## src/rtl/pw_pkg.sv

```systemverilog
package pw_pkg;
  // mode register field positions
  localparam int MODE_EN  = 0;
  localparam int MODE_CQ  = 1;
  localparam int MODE_EIE = 5;
  localparam int MODE_QIE = 8;
  localparam int MODE_SNP = 20;
  // status register field positions
  localparam int ST_BUSY = 2;
  localparam int ST_PWD  = 3;
  localparam int ST_QFI  = 4;
  localparam int ST_TE   = 7;
  localparam int ST_FULL = 20;

  typedef struct packed {
    logic commit;
    logic bad;
    logic drop;
  } pw_event_t;
endpackage

```

## src/rtl/pw_rx_assembler.sv

```systemverilog
module pw_rx_assembler
  import pw_pkg::*;
#(
  parameter int DATA_W    = 32,
  parameter int MSG_WORDS = 16,
  localparam int IDX_W = $clog2(MSG_WORDS),
  localparam int CNT_W = $clog2(MSG_WORDS + 1)
) (
  input  logic              clk,
  input  logic              rst_n,
  input  logic              enable,
  input  logic              buf_full,
  input  logic              pkt_valid,
  input  logic [DATA_W-1:0] pkt_data,
  input  logic              pkt_last,
  input  logic              pkt_err,
  output logic              wr_en,
  output logic [IDX_W-1:0]  wr_idx,
  output logic [DATA_W-1:0] wr_data,
  output pw_event_t         ev,
  output logic              busy
);
  localparam logic [CNT_W-1:0] LAST_CNT = CNT_W'(MSG_WORDS - 1);
  localparam logic [CNT_W-1:0] SAT_CNT  = CNT_W'(MSG_WORDS);

  logic [CNT_W-1:0] cnt_q;
  logic             err_seen_q, blk_seen_q;
  logic             beat, end_beat, bad_now, blk_now;

  always_comb begin
    beat     = enable & pkt_valid;
    end_beat = beat & pkt_last;
    wr_en    = beat & ~buf_full & (cnt_q < SAT_CNT);
    wr_idx   = cnt_q[IDX_W-1:0];
    wr_data  = pkt_data;
    bad_now  = err_seen_q | pkt_err | (cnt_q != LAST_CNT);
    blk_now  = blk_seen_q | buf_full;
    ev.bad    = end_beat & bad_now;
    ev.drop   = end_beat & ~bad_now & blk_now;
    ev.commit = end_beat & ~bad_now & ~blk_now;
    busy     = (cnt_q != '0);
  end

  always_ff @(posedge clk or negedge rst_n) begin
    if (!rst_n) begin
      cnt_q      <= '0;
      err_seen_q <= 1'b0;
      blk_seen_q <= 1'b0;
    end else if (!enable) begin
      cnt_q      <= '0;
      err_seen_q <= 1'b0;
      blk_seen_q <= 1'b0;
    end else if (beat) begin
      if (pkt_last) begin
        cnt_q      <= '0;
        err_seen_q <= 1'b0;
        blk_seen_q <= 1'b0;
      end else begin
        cnt_q      <= (cnt_q == SAT_CNT) ? cnt_q : cnt_q + 1'b1;
        err_seen_q <= err_seen_q | pkt_err;
        blk_seen_q <= blk_seen_q | buf_full;
      end
    end
  end

  // a non-final beat leaves the unit busy in the next cycle
  p_busy_mid_packet_r11: assert property (@(posedge clk) disable iff (!rst_n)
    (beat && !pkt_last) |=> busy);
  // a final beat always returns the unit to idle
  p_idle_after_last_r11: assert property (@(posedge clk) disable iff (!rst_n)
    end_beat |=> !busy);
endmodule

```

## src/rtl/pw_msg_buffer.sv

```systemverilog
module pw_msg_buffer #(
  parameter int DATA_W    = 32,
  parameter int MSG_WORDS = 16,
  localparam int IDX_W = $clog2(MSG_WORDS)
) (
  input  logic              clk,
  input  logic              rst_n,
  input  logic              full,
  input  logic              wr_en,
  input  logic [IDX_W-1:0]  wr_idx,
  input  logic [DATA_W-1:0] wr_data,
  input  logic [IDX_W-1:0]  rd_idx,
  output logic [DATA_W-1:0] rd_data
);
  logic [DATA_W-1:0] mem [MSG_WORDS];

  for (genvar g = 0; g < MSG_WORDS; g++) begin : g_word
    always_ff @(posedge clk or negedge rst_n) begin
      if (!rst_n)
        mem[g] <= '0;
      else if (wr_en && (wr_idx == IDX_W'(g)))
        mem[g] <= wr_data;
    end
  end

  assign rd_data = full ? mem[rd_idx] : '0;

  // the stored entry is locked while full: no word may be written
  p_no_write_when_full_r3: assert property (@(posedge clk) disable iff (!rst_n)
    wr_en |-> !full);
  // nothing visible while empty
  p_empty_reads_zero_r2: assert property (@(posedge clk) disable iff (!rst_n)
    !full |-> (rd_data == '0));
endmodule

```

## src/rtl/pw_csr.sv

```systemverilog
module pw_csr
  import pw_pkg::*;
#(
  parameter int REG_W = 32
) (
  input  logic             clk,
  input  logic             rst_n,
  input  logic             reg_wr_en,
  input  logic             reg_addr,
  input  logic [REG_W-1:0] reg_wdata,
  output logic [REG_W-1:0] reg_rdata,
  input  pw_event_t        ev,
  input  logic             busy,
  output logic             mode_en,
  output logic             full,
  output logic             irq
);
  logic en_q, eie_q, qie_q, snp_q;
  logic full_q, te_q, qfi_q, pwd_q;
  logic wr_mode, wr_stat;
  logic unused_wdata;

  assign wr_mode      = reg_wr_en & (reg_addr == 1'b0);
  assign wr_stat      = reg_wr_en & (reg_addr == 1'b1);
  assign unused_wdata = ^reg_wdata;

  always_ff @(posedge clk or negedge rst_n) begin
    if (!rst_n) begin
      en_q  <= 1'b0;
      eie_q <= 1'b0;
      qie_q <= 1'b0;
      snp_q <= 1'b0;
    end else if (wr_mode) begin
      en_q  <= reg_wdata[MODE_EN];
      eie_q <= reg_wdata[MODE_EIE];
      qie_q <= reg_wdata[MODE_QIE];
      snp_q <= reg_wdata[MODE_SNP];
    end
  end

  always_ff @(posedge clk or negedge rst_n) begin
    if (!rst_n) begin
      full_q <= 1'b0;
      te_q   <= 1'b0;
      qfi_q  <= 1'b0;
      pwd_q  <= 1'b0;
    end else begin
      if (ev.commit)                                full_q <= 1'b1;
      else if (wr_mode && reg_wdata[MODE_CQ])       full_q <= 1'b0;
      if (ev.commit)                                qfi_q  <= 1'b1;
      else if (wr_stat && reg_wdata[ST_QFI])        qfi_q  <= 1'b0;
      if (ev.drop)                                  pwd_q  <= 1'b1;
      else if (wr_stat && reg_wdata[ST_PWD])        pwd_q  <= 1'b0;
      if (ev.bad)                                   te_q   <= 1'b1;
      else if (wr_stat && reg_wdata[ST_TE] && !en_q) te_q  <= 1'b0;
    end
  end

  always_comb begin
    reg_rdata = '0;
    if (reg_addr == 1'b0) begin
      reg_rdata[MODE_EN]  = en_q;
      reg_rdata[MODE_EIE] = eie_q;
      reg_rdata[MODE_QIE] = qie_q;
      reg_rdata[MODE_SNP] = snp_q;
    end else begin
      reg_rdata[ST_FULL] = full_q;
      reg_rdata[ST_TE]   = te_q;
      reg_rdata[ST_QFI]  = qfi_q;
      reg_rdata[ST_PWD]  = pwd_q;
      reg_rdata[ST_BUSY] = busy;
    end
  end

  assign mode_en = en_q;
  assign full    = full_q;
  assign irq     = (qfi_q & qie_q) | (te_q & eie_q);

  // error bit cannot be cleared while the unit runs
  p_te_kept_enabled_r6: assert property (@(posedge clk) disable iff (!rst_n)
    (te_q && en_q) |=> te_q);
  // only the clear-queue command releases the entry
  p_full_sticky_r4: assert property (@(posedge clk) disable iff (!rst_n)
    (full_q && !(wr_mode && reg_wdata[MODE_CQ])) |=> full_q);
  // disabled and untouched by software: status frozen
  p_idle_quiet_r8: assert property (@(posedge clk) disable iff (!rst_n)
    (!en_q && !reg_wr_en) |=> $stable({full_q, te_q, qfi_q, pwd_q}));
  // capture raises the queue-full interrupt together with full
  p_capture_flags_r2: assert property (@(posedge clk) disable iff (!rst_n)
    $rose(full_q) |-> qfi_q);
endmodule

```

## src/rtl/pw_capture_ctrl.sv

```systemverilog
module pw_capture_ctrl
  import pw_pkg::*;
#(
  parameter int DATA_W    = 32,
  parameter int MSG_WORDS = 16,
  localparam int IDX_W = $clog2(MSG_WORDS)
) (
  input  logic              clk,
  input  logic              rst_n,
  input  logic              pkt_valid,
  output logic              pkt_ready,
  input  logic [DATA_W-1:0] pkt_data,
  input  logic              pkt_last,
  input  logic              pkt_err,
  input  logic              reg_wr_en,
  input  logic              reg_addr,
  input  logic [31:0]       reg_wdata,
  output logic [31:0]       reg_rdata,
  input  logic [IDX_W-1:0]  buf_rd_idx,
  output logic [DATA_W-1:0] buf_rd_data,
  output logic              irq
);
  logic              mode_en, full, busy, wr_en;
  logic [IDX_W-1:0]  wr_idx;
  logic [DATA_W-1:0] wr_data;
  pw_event_t         ev;

  assign pkt_ready = 1'b1;

  pw_rx_assembler #(.DATA_W(DATA_W), .MSG_WORDS(MSG_WORDS)) u_asm (
    .clk(clk), .rst_n(rst_n), .enable(mode_en), .buf_full(full),
    .pkt_valid(pkt_valid), .pkt_data(pkt_data), .pkt_last(pkt_last),
    .pkt_err(pkt_err), .wr_en(wr_en), .wr_idx(wr_idx), .wr_data(wr_data),
    .ev(ev), .busy(busy)
  );

  pw_msg_buffer #(.DATA_W(DATA_W), .MSG_WORDS(MSG_WORDS)) u_buf (
    .clk(clk), .rst_n(rst_n), .full(full), .wr_en(wr_en), .wr_idx(wr_idx),
    .wr_data(wr_data), .rd_idx(buf_rd_idx), .rd_data(buf_rd_data)
  );

  pw_csr #(.REG_W(32)) u_csr (
    .clk(clk), .rst_n(rst_n), .reg_wr_en(reg_wr_en), .reg_addr(reg_addr),
    .reg_wdata(reg_wdata), .reg_rdata(reg_rdata), .ev(ev), .busy(busy),
    .mode_en(mode_en), .full(full), .irq(irq)
  );

  // the interrupt tracks its enabled sources
  p_irq_sources_r9: assert property (@(posedge clk) disable iff (!rst_n)
    irq |-> ((reg_addr == 1'b1) ? (reg_rdata[ST_QFI] || reg_rdata[ST_TE]) : 1'b1));
endmodule

```

## config.mk

```make
export PLATFORM = sky130hd
export DESIGN_NAME = pw_capture_ctrl
export DESIGN_NICKNAME = d
export VERILOG_FILES = /design/src/rtl/pw_pkg.sv /design/src/rtl/pw_rx_assembler.sv /design/src/rtl/pw_msg_buffer.sv /design/src/rtl/pw_csr.sv /design/src/rtl/pw_capture_ctrl.sv
export SDC_FILE = /design/constraint.sdc
export NUM_CORES = 1
export LEC_CHECK = 0
export BUFFER_PORTS_ARGS = -buffer_cell sky130_fd_sc_hd__buf_2
export CORE_MARGIN = 4
export CORE_UTILIZATION = 55
export CTS_CLUSTER_SIZE = 28
export DETAILED_ROUTE_END_ITERATION = 16
export PLACE_DENSITY = 0.81
export SLEW_MARGIN = 20
export SYNTH_ARGS = -nofsm -noshare
export SYNTH_HDL_FRONTEND = slang
export SYNTH_SLANG_ARGS = --single-unit
```

## constraint.sdc

```tcl
create_clock -name clk -period 1.8 [get_ports clk]
set_input_delay 0.09 -clock clk [delete_from_list [all_inputs] [get_ports clk]]
set_output_delay 0.09 -clock clk [all_outputs]
set_load 0.05 [all_outputs]
```

==> results of run 1 <==
## path summary, 6_finish.rpt
kind,to,startpoint,depth (start not counted),slack [ns]
setup / recovery,u_buf.mem[97]$_DFFE_PN0P_,u_asm.cnt_q[1]$_DFFE_PN0P_,9,-0.34
hold / removal,u_csr.full$_DFFE_PN0P_,reg_wr_en,5,0.06
setup reg to reg,u_buf.mem[97]$_DFFE_PN0P_,u_asm.cnt_q[1]$_DFFE_PN0P_,9,-0.34
hold reg to reg,u_buf.mem[42]$_DFFE_PN0P_,u_buf.mem[42]$_DFFE_PN0P_,1,0.49
max in group asynchronous,u_buf.mem[386]$_DFFE_PN0P_,rst_n,3,0.32
min in group asynchronous,u_buf.mem[260]$_DFFE_PN0P_,rst_n,3,0.09
## critical path, stage by stage, from the launching register on
cell and delay (ns):
dfrtp_1 0.38, inv_2 0.09, ha_4 0.14, nor2b_4 0.13
and4b_2 0.27, buf_6 0.14, buf_6 0.11, nand3_4 0.21
clkbuf_16 0.26, mux2_2 0.28
## timing repair
| action | 4_1_cts | 5_1_grt |
|---|---|---|
| endpoints found under the setup margin | 166 | 518 |
| hold endpoints to repair | 1031 | 0 |
| gates resized for setup | 179 | 54 |
| pin swaps | 14 | 9 |
| setup buffers | 20 | 9 |
| hold buffers | 52 | 0 |
| cloned | 10 | 19 |
## report_power, final
part	leakage (µW)	internal, µW	switching [µW]	total (µW)
Combinational	0.00741	1440	1700	3140
Sequential	0.00721	12600	473	13100
Clock	0.000867	6410	4760	11200
## metrics by stage
step | TNS (ns) | power (µW) | utilization, % | std cells
5_1_grt | -107.18 | 28200 | 70.51 | 2598
2_1_floorplan | -0.5061 | 14880 | - | 1781
6_report | -86.93 | 27380 | 70.51 | 2598
3_5_place_dp | -9.323 | 15890 | 61.00 | 2396
3_3_place_gp | -3.026 | 15710 | 61.00 | 2396
4_1_cts | -34.18 | 27150 | 68.90 | 2574
## logic make-up (layout without fill, tap and decap cells)
kind of cell             Yosys count  count (layout)  share of synthesized area, %
other                              2              25                       0.03073
multiplexers                     760             760                         34.54
AO/OA/AOI/OAI                    175             175                         4.981
adder cells (fa/ha/maj)            5               5                        0.2560
buffers and inverters            175             407                         3.737
flip-flops                       527             527                         53.95
AND/OR/NAND/NOR                  114             114                         2.503
## layout by cell type, fill, tap and decap left out, drive strengths merged, types with 15 or more instances in the layout
cell	synthesis	final
a221oi	15	15
a22oi	100	100
buf	113	240
clkbuf	58	93
conb	2	25
dfrtp	527	527
dlygate4sd3	0	52
mux2	517	517
mux2i	228	228
mux4	15	15
nand2	70	70
o21ai	35	35
o22ai	17	17
## layout make-up
class / instances / share of cell area [%]
Inverter: 4 / 0.04900
Tap cell: 585 / 2.389
Timing Repair Buffer: 307 / 12.38
Clock inverter: 18 / 0.5104
Multi-Input combinational cell: 1079 / 36.43
Sequential cell: 527 / 43.04
Clock buffer: 78 / 5.198
## layer usage
metal,vias up,GRT usage [%]
met3,227,5.220
met5,-,0
met4,4,10.76
met2,852,45.59
li1,6826,-
met1,8706,35.09
==> metrics, run 1 <==
post-DR vias/cell 6.395; max reg flops approximately 500; Ports 141; outcome complete, but fails checks; Remaining DRCs 0; top cells by area, synth dfrtp_1 54%, mux2_2 19%, mux2i_1 9.3%; Largest regs u_buf.mem: 512 flops, u_asm.cnt_q: 5 flops; final count of hold timing violations 0; most flop-heavy register u_buf.mem; total track usage a little over a quarter; WL met2 35800 µm; largest net degree at the start of global routing between 70 and 80; FP Rows 76; Leak Pwr 0.01549 µW; final worst path period share 119.0%; Slew @ Worst Pin between 0.9 and 1 ns; synth warn 0; antenna cells 0; M1 wire length 27600 µm; clock root cell clkbuf_16; gr ovfl total 0; Detailed Place HPWL approximately 37000 µm; final instance area 30640 µm²; clk slew on worst S/H paths roughly 0.06 ns; Max Used Layer met5; vias in the first global route 17271; FF+latch count, synth 527; Cells after Synth 1758; Initial Utilization 56.24%; count of cell types in the netlist 40; worst ir drop on vdd between 600 and 700 µV; Syn-to-layout area delta 25.36%; min-delay worst type in2reg; Worst setup EP type flop; H-tree depth 2; Max-Cap Viols 0; critical path class reg2reg; CTS tree yes; share of cells above drive strength 1 43.42%; final setup violation count 547; CP startpoint kind flop; Inserted Clock Buffers 54; Sequential Area 13190 µm²; WP data arrival 2.61 ns; placed inst area 26510 µm²; EDFF count, synth 0; Placer Congestion 0.8102; Die Y 218.8 µm; WHS about 0.055 ns; 1st-iter DRT viols 1631; via count roughly 17000; Pins Over Slew Limit 0; fill cell count 2632; Antenna Violating Nets Remaining 0; max_slew headroom between 30 and 40%; asr flop ratio synth 100.0%; Die X ~220 µm; Post-synth top cells 527 x dfrtp_1, 408 x mux2_2, 228 x mux2i_1; 1st-pass router iterations 8; most common cell in the netlist dfrtp_1; Max FO, Critical Path 6; clk_skew 0.03225 ns; # clock sinks 527; NumNets Final 2053; post-synth top area cell dfrtp_1; routed wl met3 5412 µm; Clk Latency, worst-skew pair 0.61 ns; final worst slack -0.3415 ns; min Tclk post-route 2.142 ns; die area 47880 µm²; Seq/Total Area, Yosys 53.95%; routed len/inst 27.74 µm; Yosys top cell area share between 50% and 60%; Multi-input gate area 11160 µm²; unrepaired setup endpoints after global routing yes; average cell area after synthesis around 14 µm²; global-route wire length before repair ~100000 µm; failing checks negative setup slack; fmax 467.0 MHz; IO buf count between 90 and 100; PD cells 893.5 nW/µm²; WL final 72070 µm; Primary FF master, synth dfrtp_1; core area 43460 µm²; Critical Path RT 2.27 ns; Netlist Area Pre-Place 24440 µm²; CTS Buffer Depth 3; initial antenna violation count 2; setup slack at placement -0.1388 ns
Power figures use the tool's default switching activity.
==> run 2: changes to the inputs <==
- BUFFER_PORTS_ARGS: -buffer_cell sky130_fd_sc_hd__buf_2 -> not set
- CORE_UTILIZATION: 55 -> 58
- DONT_BUFFER_PORTS: not set -> 1
==> run 2 against run 1 <==
The run ends with negative hold slack, max-slew violations, negative setup slack left. Register-to-register slack worse by 0.02 ns. Setup slack worse by 0.024 ns. Sequential share of layout area shrank 0.075 points. Clock skew shrank 0.011 ns. Combinational power decreased by 18%. First-iteration DRC count rose by 10%. Maximum frequency down 1.1%. Sequential power barely moved. Clock power increased by 4%. Cell count shrank 5.2%. Critical endpoint is now buf_rd_data[29]. Largest power group unchanged. Highest routed layer unchanged.
==> metrics, run 2 (synthesis results as in run 1) <==
H-tree depth 2; CP startpoint kind flop; WL final 75460 µm; FP Rows 74; FF-to-FF setup slack -0.36 ns; total track usage 28.89%; PD cells between 800 and 900 nW/µm²; final worst slack -0.3655 ns; initial antenna violation count 4; worst ir drop on vdd 662.5 µV; Inserted Clock Buffers 53; critical path class reg2out; fmax 461.8 MHz; Remaining DRCs 0; die area approximately 45000 µm²; setup TNS -132.68 ns; placed inst area 26040 µm²; Slew @ Worst Pin between 1.5 and 2 ns; largest net degree at the start of global routing 528; Critical R2R Capture u_buf.mem[311]$_DFFE_PN0P_; Worst setup EP type output port; Util after Layout about 74%; final count of hold timing violations 527; Max FO, Critical Path 2; Largest regs u_buf.mem: 512 flops, u_asm.cnt_q: 5 flops; Clk Latency, worst-skew pair 0.60 ns; Detailed Place HPWL 32340 µm; Syn-to-layout area delta 25.56%; max reg flops 512; leading cell type in the layout, fill and taps excluded dfrtp_1; max_slew headroom -0.5282%; Placer Congestion 0.7878; clk_skew 0.02148 ns; Max-Cap Viols 0; reg2reg start u_csr.full$_DFFE_PN0P_; final setup violation count 546; # clock sinks 527; IO buf count 0; WHS -0.7804 ns; routed len/inst roughly 31 µm; post-DR vias/cell 6.730; Die X about 210 µm; failing checks negative hold slack, max-slew violations, negative setup slack; most flop-heavy register u_buf.mem; min-delay worst type in2async; outcome complete, but fails checks; unrepaired setup endpoints after global routing yes; most frequent cells in the layout 527 x dfrtp_1, 398 x mux2_2, 228 x mux2i_1, 112 x mux2_4, 96 x a22oi_1; final instance area 30690 µm²; clk slew on worst S/H paths 0.06 ns; 1st-pass router iterations 5; global-route wire length before repair between 100000 and 150000 µm; Leak Pwr 0.01540 µW; Die Y 213.3 µm; Critical Path RT 1.71 ns; Antenna Violating Nets Remaining 0; min Tclk post-route approximately 2.2 ns; NumNets Final 1967; setup slack at placement -0.1153 ns; core area 41200 µm²; WP data arrival 2.08 ns; via count 16576; Ports around 140; vias in the first global route 16988; final worst path period share 120.3%; Pins Over Slew Limit 24; gr ovfl total 0; 1st-iter DRT viols 1795; share of cells above drive strength 1 45.15%; Initial Utilization between 50% and 60%; FF-to-FF path depth 9; CTS tree yes; clock root cell clkbuf_16; Hold-fix buffers, CTS 52; CTS Buffer Depth 3
run 2: cell count changes in the layout (fill, tap and decap cells not counted), sizes merged:
cell      delta
clkinvlp     +2
buf         -89
diode        +2
bufinv       +3
clkinv       -7
clkbuf       +7
run 2: critical path, cell delays in order, from the launching register on:
cell,delay (ns)
dfrtp_1,0.38
mux4_2,0.53
o21ai_1,0.23
o21ai_2,0.16
buf_12,0.18
run 2: metrics by stage:
stage	std cells	total power, µW
final	2463	27400
after global routing	2463	28120
after CTS	2433	27040
after detailed placement	2248	15100
after global placement	2248	14970
after floorplan	1781	14880
run 2: layout make-up:
type | count | area [µm²]
Fill cell | 2192 | 10510
Antenna cell | 2 | 5.005
Clock buffer | 81 | 1624
Tap cell | 532 | 665.6
Multi-Input combinational cell | 1079 | 11550
Sequential cell | 527 | 13190
Timing Repair Buffer | 222 | 3428
Inverter | 4 | 15.01
Clock inverter | 16 | 219.0
run 2: worst max path at each step:
stage / endpoint / cells after the start / from / slack (ns)
finish: buf_rd_data[29] / 4 / u_buf.mem[29]$_DFFE_PN0P_ / -0.37
CTS: buf_rd_data[25] / 7 / u_csr.full$_DFFE_PN0P_ / -0.30
detailed placement: u_buf.mem[248]$_DFFE_PN0P_ / 7 / u_asm.cnt_q[0]$_DFFE_PN0P_ / -0.12
global route: buf_rd_data[29] / 4 / u_buf.mem[157]$_DFFE_PN0P_ / -0.37
floorplan: buf_rd_data[5] / 8 / buf_rd_idx[2] / -0.16
global placement: u_buf.mem[116]$_DFFE_PN0P_ / 7 / u_asm.cnt_q[0]$_DFFE_PN0P_ / -0.04
run 2: metal layers:
layer,vias up,track usage (%),part of all wire [%]
met3,273,5.980,8.6
met5,-,0,0.034
met2,902,47.22,48
met1,8749,38.24,38
li1,6648,-,-
met4,4,11.65,5.5
run 2: what timing repair did:
action / in CTS / in global routing
hold endpoints to repair: 1054 / 527
resized for setup: 183 / 99
setup endpoints to repair: 209 / 549
setup buffers: 19 / 16
cloned: 17 / 22
pin swaps: 14 / 12
run 2: power by group:
group	leakage (µW)	switching (µW)	internal, µW
registers	0.00721	490	12600
clock network	0.000898	4830	6920
logic	0.00729	1280	1280
